==> config.mk <==
export PLATFORM = sky130hd
export DESIGN_NAME = fsk_tag_wavegen
export DESIGN_NICKNAME = d
export VERILOG_FILES = /design/src/rtl/fsk_tag_pkg.sv /design/src/rtl/fsk_tag_ctrl.sv /design/src/rtl/fsk_tag_datapath.sv /design/src/rtl/fsk_tag_wavegen.sv
export SDC_FILE = /design/constraint.sdc
export NUM_CORES = 1
export LEC_CHECK = 0
export BUFFER_PORTS_ARGS = -buffer_cell sky130_fd_sc_hd__buf_2
export CORE_MARGIN = 2
export CORE_UTILIZATION = 45
export CTS_CLUSTER_SIZE = 30
export DETAILED_ROUTE_END_ITERATION = 6
export PLACE_DENSITY = 0.69
export SKIP_CTS_REPAIR_TIMING = 1
export SLEW_MARGIN = 20
export SYNTH_ARGS = -nofsm -noshare
export SYNTH_HDL_FRONTEND = slang
export SYNTH_SLANG_ARGS = --single-unit
==> constraint.sdc <==
create_clock -name clk -period 2.75 [get_ports clk]
set_clock_uncertainty 0.05 [all_clocks]
set_input_delay 0.55 -clock clk [delete_from_list [all_inputs] [get_ports clk]]
set_output_delay 0.55 -clock clk [all_outputs]
set_load 0.02 [all_outputs]
==> src/rtl/fsk_tag_pkg.sv <==
package fsk_tag_pkg;

  // Strobes from sequencing control to the sample datapath
  typedef struct packed {
    logic clear;    // return counters to group start and open the coil
    logic step;     // emit one sample
    logic grpSlow;  // current group uses the slow subcarrier
  } dpCtrl_t;

  typedef enum logic [1:0] {
    SEG_SOF    = 2'd0,
    SEG_FILL   = 2'd1,
    SEG_HALF_A = 2'd2,
    SEG_HALF_B = 2'd3
  } seg_e;

endpackage

==> src/rtl/fsk_tag_ctrl.sv <==
module fsk_tag_ctrl
  import fsk_tag_pkg::*;
#(
  parameter int ID_BITS    = 44,
  parameter int ID_IN_W    = 48,
  parameter int FILL_EVERY = 4,
  parameter int SOF_GROUPS = 8,
  parameter logic [SOF_GROUPS-1:0] SOF_SLOW_MAP = 8'b1011_1000
) (
  input  logic               clk,
  input  logic               rst_n,
  input  logic               startReq,
  input  logic               stopReq,
  input  logic               sampleStb,
  input  logic [ID_IN_W-1:0] idIn,
  input  logic               grpLast,
  output dpCtrl_t            dpCtrl,
  output logic               busy,
  output logic               frameDone
);

  localparam int BW = $clog2(ID_BITS);
  localparam int SW = $clog2(SOF_GROUPS);
  localparam logic [BW-1:0] TOP_IDX = BW'(ID_BITS - 1);
  localparam logic [SW-1:0] LAST_SOF = SW'(SOF_GROUPS - 1);

  logic [ID_BITS-1:0] idReg;
  logic [BW-1:0]      bitIdx;
  logic [SW-1:0]      sofIdx;
  seg_e               seg;
  logic               busyQ;
  logic               doneQ;
  logic               idOk;
  logic               accept;
  logic               halt;
  logic               step;
  logic               curBit;
  logic               grpSlow;

  // Identifier range check: only present when the input is wider than the ID
  generate
    if (ID_IN_W > ID_BITS) begin : g_range
      assign idOk = (idIn[ID_IN_W-1:ID_BITS] == '0);
    end else begin : g_norange
      assign idOk = 1'b1;
    end
  endgenerate

  function automatic logic fillerBefore(input logic [BW-1:0] idx);
    return (int'(idx) % FILL_EVERY) == (FILL_EVERY - 1);
  endfunction

  assign accept = !busyQ && startReq && idOk;
  assign halt   = busyQ && stopReq;
  assign step   = busyQ && sampleStb && !stopReq;
  assign curBit = idReg[bitIdx];

  always_comb begin
    unique case (seg)
      SEG_SOF:    grpSlow = SOF_SLOW_MAP[sofIdx];
      SEG_FILL:   grpSlow = 1'b0;
      SEG_HALF_A: grpSlow = curBit;
      SEG_HALF_B: grpSlow = !curBit;
      default:    grpSlow = 1'b0;
    endcase
  end

  always_ff @(posedge clk or negedge rst_n) begin
    if (!rst_n) begin
      busyQ  <= 1'b0;
      doneQ  <= 1'b0;
      seg    <= SEG_SOF;
      sofIdx <= '0;
      bitIdx <= TOP_IDX;
      idReg  <= '0;
    end else begin
      doneQ <= 1'b0;
      if (accept) begin
        busyQ  <= 1'b1;
        idReg  <= idIn[ID_BITS-1:0];
        seg    <= SEG_SOF;
        sofIdx <= '0;
        bitIdx <= TOP_IDX;
      end else if (halt) begin
        busyQ <= 1'b0;
      end else if (grpLast) begin
        unique case (seg)
          SEG_SOF: begin
            if (sofIdx == LAST_SOF) begin
              sofIdx <= '0;
              seg    <= fillerBefore(TOP_IDX) ? SEG_FILL : SEG_HALF_A;
            end else begin
              sofIdx <= sofIdx + 1'b1;
            end
          end
          SEG_FILL:   seg <= SEG_HALF_A;
          SEG_HALF_A: seg <= SEG_HALF_B;
          SEG_HALF_B: begin
            if (bitIdx == '0) begin
              seg    <= SEG_SOF;
              bitIdx <= TOP_IDX;
              doneQ  <= 1'b1;
            end else begin
              bitIdx <= bitIdx - 1'b1;
              seg    <= fillerBefore(bitIdx - 1'b1) ? SEG_FILL : SEG_HALF_A;
            end
          end
          default: seg <= SEG_SOF;
        endcase
      end
    end
  end

  assign dpCtrl.clear   = accept || halt;
  assign dpCtrl.step    = step;
  assign dpCtrl.grpSlow = grpSlow;
  assign busy           = busyQ;
  assign frameDone      = doneQ;

endmodule

==> src/rtl/fsk_tag_datapath.sv <==
module fsk_tag_datapath
  import fsk_tag_pkg::*;
#(
  parameter int FAST_DIV  = 8,
  parameter int FAST_HIGH = 2,
  parameter int FAST_REP  = 6,
  parameter int SLOW_DIV  = 10,
  parameter int SLOW_HIGH = 3,
  parameter int SLOW_REP  = 5
) (
  input  logic    clk,
  input  logic    rst_n,
  input  dpCtrl_t dpCtrl,
  output logic    grpLast,
  output logic    coilOpen
);

  localparam int MAX_DIV = (FAST_DIV > SLOW_DIV) ? FAST_DIV : SLOW_DIV;
  localparam int MAX_REP = (FAST_REP > SLOW_REP) ? FAST_REP : SLOW_REP;
  localparam int PW = $clog2(MAX_DIV);
  localparam int RW = $clog2(MAX_REP);
  localparam logic [PW-1:0] FAST_PLAST = PW'(FAST_DIV - 1);
  localparam logic [PW-1:0] SLOW_PLAST = PW'(SLOW_DIV - 1);
  localparam logic [PW-1:0] FAST_HI    = PW'(FAST_HIGH);
  localparam logic [PW-1:0] SLOW_HI    = PW'(SLOW_HIGH);
  localparam logic [RW-1:0] FAST_RLAST = RW'(FAST_REP - 1);
  localparam logic [RW-1:0] SLOW_RLAST = RW'(SLOW_REP - 1);

  logic [PW-1:0] phase;
  logic [RW-1:0] rep;
  logic [PW-1:0] periodLast;
  logic [PW-1:0] highLen;
  logic [RW-1:0] repLastVal;
  logic          sampleBit;
  logic          periodEnd;
  logic          repEnd;
  logic          coilQ;

  assign periodLast = dpCtrl.grpSlow ? SLOW_PLAST : FAST_PLAST;
  assign highLen    = dpCtrl.grpSlow ? SLOW_HI    : FAST_HI;
  assign repLastVal = dpCtrl.grpSlow ? SLOW_RLAST : FAST_RLAST;

  assign sampleBit = (phase < highLen);
  assign periodEnd = (phase == periodLast);
  assign repEnd    = (rep == repLastVal);
  assign grpLast   = dpCtrl.step && periodEnd && repEnd;

  always_ff @(posedge clk or negedge rst_n) begin
    if (!rst_n) begin
      phase <= '0;
      rep   <= '0;
      coilQ <= 1'b1;
    end else if (dpCtrl.clear) begin
      phase <= '0;
      rep   <= '0;
      coilQ <= 1'b1;
    end else if (dpCtrl.step) begin
      coilQ <= sampleBit;
      if (periodEnd) begin
        phase <= '0;
        rep   <= repEnd ? '0 : rep + 1'b1;
      end else begin
        phase <= phase + 1'b1;
      end
    end
  end

  assign coilOpen = coilQ;

endmodule

==> src/rtl/fsk_tag_wavegen.sv <==
module fsk_tag_wavegen
  import fsk_tag_pkg::*;
#(
  parameter int ID_BITS    = 44,
  parameter int ID_IN_W    = 48,
  parameter int FILL_EVERY = 4,
  parameter int FAST_DIV   = 8,
  parameter int FAST_HIGH  = 2,
  parameter int FAST_REP   = 6,
  parameter int SLOW_DIV   = 10,
  parameter int SLOW_HIGH  = 3,
  parameter int SLOW_REP   = 5
) (
  input  logic               clk,
  input  logic               rst_n,
  input  logic               startReq,
  input  logic               stopReq,
  input  logic               sampleStb,
  input  logic [ID_IN_W-1:0] idIn,
  output logic               coilOpen,
  output logic               busy,
  output logic               frameDone
);

  dpCtrl_t dpCtrl;
  logic    grpLast;

  fsk_tag_ctrl #(
    .ID_BITS   (ID_BITS),
    .ID_IN_W   (ID_IN_W),
    .FILL_EVERY(FILL_EVERY)
  ) u_ctrl (
    .clk      (clk),
    .rst_n    (rst_n),
    .startReq (startReq),
    .stopReq  (stopReq),
    .sampleStb(sampleStb),
    .idIn     (idIn),
    .grpLast  (grpLast),
    .dpCtrl   (dpCtrl),
    .busy     (busy),
    .frameDone(frameDone)
  );

  fsk_tag_datapath #(
    .FAST_DIV (FAST_DIV),
    .FAST_HIGH(FAST_HIGH),
    .FAST_REP (FAST_REP),
    .SLOW_DIV (SLOW_DIV),
    .SLOW_HIGH(SLOW_HIGH),
    .SLOW_REP (SLOW_REP)
  ) u_dp (
    .clk     (clk),
    .rst_n   (rst_n),
    .dpCtrl  (dpCtrl),
    .grpLast (grpLast),
    .coilOpen(coilOpen)
  );

endmodule

Word-level counts from Yosys, hierarchy flattened
Memory sizes are Yosys's and may differ from the RTL's.
Cells that the tools add are included.

cells by class
  $add $sub $neg = 4
  order comparisons = 3
  multiplexer cells = 40
  shifts and indexed selects = 0
  bitwise gates (word level) = 0
  equal/unequal tests = 9
  $mul = 0
  reduce and logical (&&, ||, !) cells = 24
  divide/modulo/power cells = 0

operators by type and width
  kind                                                                          count
  6-bit two-way mux                                                             5
  3-bit two-way mux                                                             9
  4-bit two-way mux                                                             4
  1-bit two-way mux                                                             13
  2-bit two-way mux                                                             6
  2-bit nonzero test                                                            6
  3-bit AND reduction                                                           3
  2-bit case mux with 4 select lines                                            1
  1-bit logical AND                                                             7
  6-bit by 7-bit less-than comparator with 1-bit output, second input constant  1
  3-bit by 1-bit adder with 3-bit output, second input constant                 2
  1-bit binary-select mux with 6-bit select                                     1
  6-bit zero test                                                               1
  6-bit by 1-bit subtractor with 6-bit output, second input constant            1
  4-bit by 1-bit adder with 4-bit output, second input constant                 1
  2-bit by 1-bit equality test with 1-bit output, second input constant         2
  2-bit equality test, second input constant                                    2
  4-bit equality test                                                           1
  4-bit zero test                                                               1
  3-bit by 4-bit less-than comparator with 1-bit output, second input constant  1
  4-bit less-than comparator                                                    1
  1-bit case mux with 4 select lines                                            1
  3-bit equality test                                                           1
  3-bit equality test, second input constant                                    1
  6 further kinds                                                               8

word-level totals
  input bits = 53
  output and inout port bits = 3
  flip-flop bits (word level) = 65
  word-level logic and storage cells = 90
  memories kept = 1
  bits in read-only memories = 8
  bits in latches = 0
  RAM bits = 0

memories
  name              words  bits a word  read ports  clocked after Yosys merged registers in  wr ports  line                source
  (name not given)  8      1            1           0                                        0         fsk_tag_ctrl.sv:60  SEG_SOF: grpSlow = SOF_SLOW_MAP[sofIdx];

Longest topological paths before layout
  depth after elaboration = 11
  gate-level depth with buffers = 11
  gate-level depth less buffers = 8

Modules after synthesis
A second synthesis with hierarchy kept.

second synthesis, totals
  cell total of the unflattened synthesis = 360
  area, all modules = 3339.5 µm²

modules (own cells, without submodules)
  module            sequential area each (µm²)  cells an instance  area each (µm²)  instances
  fsk_tag_ctrl      1431.4                      310                2860.2           1
  fsk_tag_datapath  201.4                       50                 479.2            1

Least setup slack after synthesis
OpenSTA, ideal clock, no wires.

  path type = register to register
  start = register u_ctrl.bitIdx[0]
  end = register u_ctrl.bitIdx[4]
  data required time = 2622 ps
  setup slack = -292 ps
  library setup time = 78 ps
  arrival time = 2914 ps
  stages on the path, launching flop included = 11
  buffers on the path = 2
  clock period less this slack = 3042 ps
  cells stage by stage = dfstp_2 > buf_6 > mux4_2 > or2_1 > a31oi_1 > o2bb2ai_4 > mux2i_1 > mux2_2 > buf_6 > or4b_1 > a21oi_1

between the ends
  cells in the longest elaborated chain, start to end = 10
  elaborated cells on any way between the ends = 19
  those cells by class = 1 x add/sub; 2 x eq/ne; 10 x mux; 6 x reduce/logical

RTL lines
  element                                    line                    source
  start: declaration                         fsk_tag_ctrl.sv:28      logic [BW-1:0] bitIdx;
  start signal: assignment                   fsk_tag_ctrl.sv:104     bitIdx <= bitIdx - 1'b1;
  1-bit binary-select mux with 6-bit select  fsk_tag_ctrl.sv:56      assign curBit = idReg[bitIdx];
  1-bit two-way mux (not written as such)    fsk_tag_ctrl.sv:56
  1-bit zero test                            fsk_tag_ctrl.sv:63      SEG_HALF_B: grpSlow = !curBit;
  1-bit case mux with 4 select lines         fsk_tag_ctrl.sv:59      unique case (seg)
  4-bit two-way mux                          fsk_tag_datapath.sv:39  assign periodLast = dpCtrl.grpSlow ? SLOW_PLAST : FAST_PLAST;
  4-bit equality test                        fsk_tag_datapath.sv:44  assign periodEnd = (phase == periodLast);
  1-bit logical AND (2 in a row)             fsk_tag_datapath.sv:46  assign grpLast = dpCtrl.step && periodEnd && repEnd;
  2-bit nonzero test (no source line)        -
  3-bit AND reduction (no source line)       -

Several ways; a longest one is shown, not always the timed one. The select of a mux whose other input is x is not followed.
A chain may end at the register's enable or synchronous reset.

Final worst setup path
Ends and elaborated chain as after synthesis.

==> results.yml <==
outcome:
  outcome: "complete, but fails checks"
  violations: "negative setup slack"
placed_design:
  numPortBuffers: 55
  place_area_sq_um: 3920
  numPlacedInstances: 535
  gp_congestion: 0.878
  hpwl_um: 5440
clocking:
  cts_buffers: 9
  worstSkewPairLatency_ps: 340
  cts_root_buffer: "clkbuf_8"
  cts_tree: "done"
  clock_sink_count: 65
  cts.path.max_buffers: 2
  htreeDepth: 3
  clk_pin_slew_worst_paths_ps: 70
global_routing:
  antenna_found_initial: 0
  grt_pass1_wl_um: 13100
  grt_max_degree: 50
  grt_pass1_vias: 2798
  grt_overflow: 0
  grt_usage_pct: 19.6
worst_setup_path:
  crit_path_start_kind: "flop"
  crit_fanout: 8
  r2r_cells: 8
  crit_arrival_ps: 3220
  critical_path_required_ps: 2970
  cp-end-kind: "flop"
  crit_type: "reg2reg"
synth:
  synth_edf_count: 0
  syn-instance-count: 380
  dominantRegCellSynth: "dfrtp_1"
  ys_types: 53
  ys_ff_latch: 65
  synth_seq_area_share_pct: 47.9
  syn_area_sq_um: 3410
  yosysWarnings: 0
  mappedNetlistNets: 438
  ys_async_sr_fraction_pct: 100
  avgSynthCellArea_sq_um: 8.97
floorplanning:
  start_util_pct: 46.7
  dieArea_sq_um: 8290
  io-pin-count: 56
  num_rows: 31
  core_area_sq_um: 7290
  die_h_um: 91.0
  dieWidth_um: 91.0
drt:
  wirelength_um: 7540
  dr.pass1.iters: 4
  vias_per_cell: 5.16
  routedWlPerCell_um: 13.7
  drt_iter0_markers: 171
  detail_route.drc_violations: 0
  ant_nets: 0
  vias: 2846
run:
  cap_violations: 0
power:
  power_leakage_nw: 2.14
  power_mw: 2.59
  clkPwrFrac_pct: 31.6
  comb_power_share_pct: 20.4
  p_int_mw: 1.88
  powerDensity_nw_per_um2: 610
  ir_drop_mv: 0.312
  seqPwrFrac_pct: 48.1
  swShare_pct: 27.6
  p_sw_mw: 0.714
timing:
  setup_violations: 16
  finalMaxSlewViolations: 0
  fin_crit_sh_pct: 109
  clock.fmax_ghz: 0.334
  tightest_slew_ps: 677
  fin_ws_ps: -247
  maxSlewHeadroom_pct: 54.9
  rsz0062_at_grt: "true"
  hold_viol_final: 0
  post-route-min-period_ps: 3000
final_layout:
  antenna_cells: 0
  final_area_sq_um: 4250
  final_core_util_pct: 58.3
  stdcell_count: 552
  layout_commonest_cell: "nand2_1"
  num-nets-final: 506
  final_cell_mix: "nand2_1 (153), dfrtp_1 (60), buf_2 (55)"
  syn2layout_area_growth_pct: 24.7
  layout-drive-gt1-share_pct: 29.4
hold_path:
  hold_path.class: "in2async"
[synth_stat cells, types with 3 or more instances]
library cell | number | area, sq um
mux2_2 | 4 | 45.0
dfrtp_1 | 60 | 1500
mux2i_1 | 10 | 100
a21oi_1 | 11 | 55.1
nor4_1 | 3 | 18.8
nand2_1 | 154 | 578
nand3_1 | 7 | 35.0
ha_1 | 5 | 62.6
buf_2 | 5 | 25.0
mux4_2 | 8 | 180
nor3_1 | 7 | 35.0
nor2b_1 | 4 | 25.0
nand4_1 | 3 | 18.8
clkbuf_1 | 14 | 52.6
nor2_1 | 9 | 33.8
nand2b_1 | 4 | 25.0
o22ai_1 | 3 | 18.8
a22oi_1 | 3 | 22.5
o21ai_0 | 11 | 55.1
dfstp_2 | 5 | 131
inv_1 | 6 | 22.5
[layout make-up]
cell class,count,area (sq um)
fillers,687,3040
multi-input cells,285,1760
flip-flops and latches,65,1630
repair buffers,81,510
clock buffers,13,159
well taps,99,124
clock inverters,3,40.0
inverters,6,22.5
[metrics by stage]
stage	setup TNS (ps)	hold slack (ps)	worst slack [ps]
after detailed placement	-2370	412	-247
after floorplan	-467	204	-236
final	-2130	192	-247
after global placement	-1210	406	-148
after CTS	-2540	211	-243
after global routing	-4210	239	-326
[routing by layer]
metal / wire (um) / global-route usage (%) / share of wire (%) / vias up
li1: - / - / - / 1433
met1: 3500 / 27.1 / 46 / 1354
met2: 3680 / 30.8 / 49 / 49
met3: 276 / 4.73 / 3.7 / 10
met4: 91 / 5.93 / 1.2 / 0
met5: 0 / 0 / 0 / -
[path summary, 6_finish.rpt]
| check | startpoint | end | slack (ps) |
|---|---|---|---|
| setup / recovery | u_ctrl.bitIdx[0] | u_ctrl.bitIdx[4] | -250 |
| hold / removal | rst_n | u_dp.rep[0] | 190 |
| setup reg to reg | u_ctrl.bitIdx[0] | u_ctrl.bitIdx[4] | -250 |
| hold reg to reg | u_ctrl.idReg[24] | u_ctrl.idReg[24] | 420 |
| max in group asynchronous | rst_n | u_ctrl.bitIdx[0] | 1770 |
| min in group clk | idIn[14] | u_ctrl.idReg[14] | 340 |
[power groups by stage]
stage	logic, mW	clock network [mW]	registers, mW
after floorplan	0.360	0	1.21
after global placement	0.496	0	1.26
after global routing	0.598	0.883	1.27
after CTS	0.511	0.835	1.25
final	0.528	0.818	1.25
after detailed placement	0.510	0	1.26
[kinds of logic after synthesis]
group | synth area share, %
xor+xnor | 0.257
simple gates | 26.1
buf+inv | 4.04
compound gates | 10.3
flops | 47.9
fa+ha+maj | 1.84
mux | 9.54
[state kept, by name, summed over array words and instances (netlist names)]
signal and flops:
u_ctrl.busy 1, u_ctrl.idReg 44, u_ctrl.bitIdx 6, u_ctrl.frameDone 1, u_ctrl.sofIdx 3, u_dp.phase 4
u_ctrl.seg 2, u_dp.rep 3, u_dp.coilOpen 1
[worst max-delay path, stage by stage, from the launching register on]
cell	delay, ps
dfstp_2	590
mux4_2	520
a211o_1	270
a31o_1	230
o2bb2ai_4	190
mux2i_2	100
mux2_4	320
or4b_4	520
a21oi_2	130
Power figures use the tool's default switching activity.
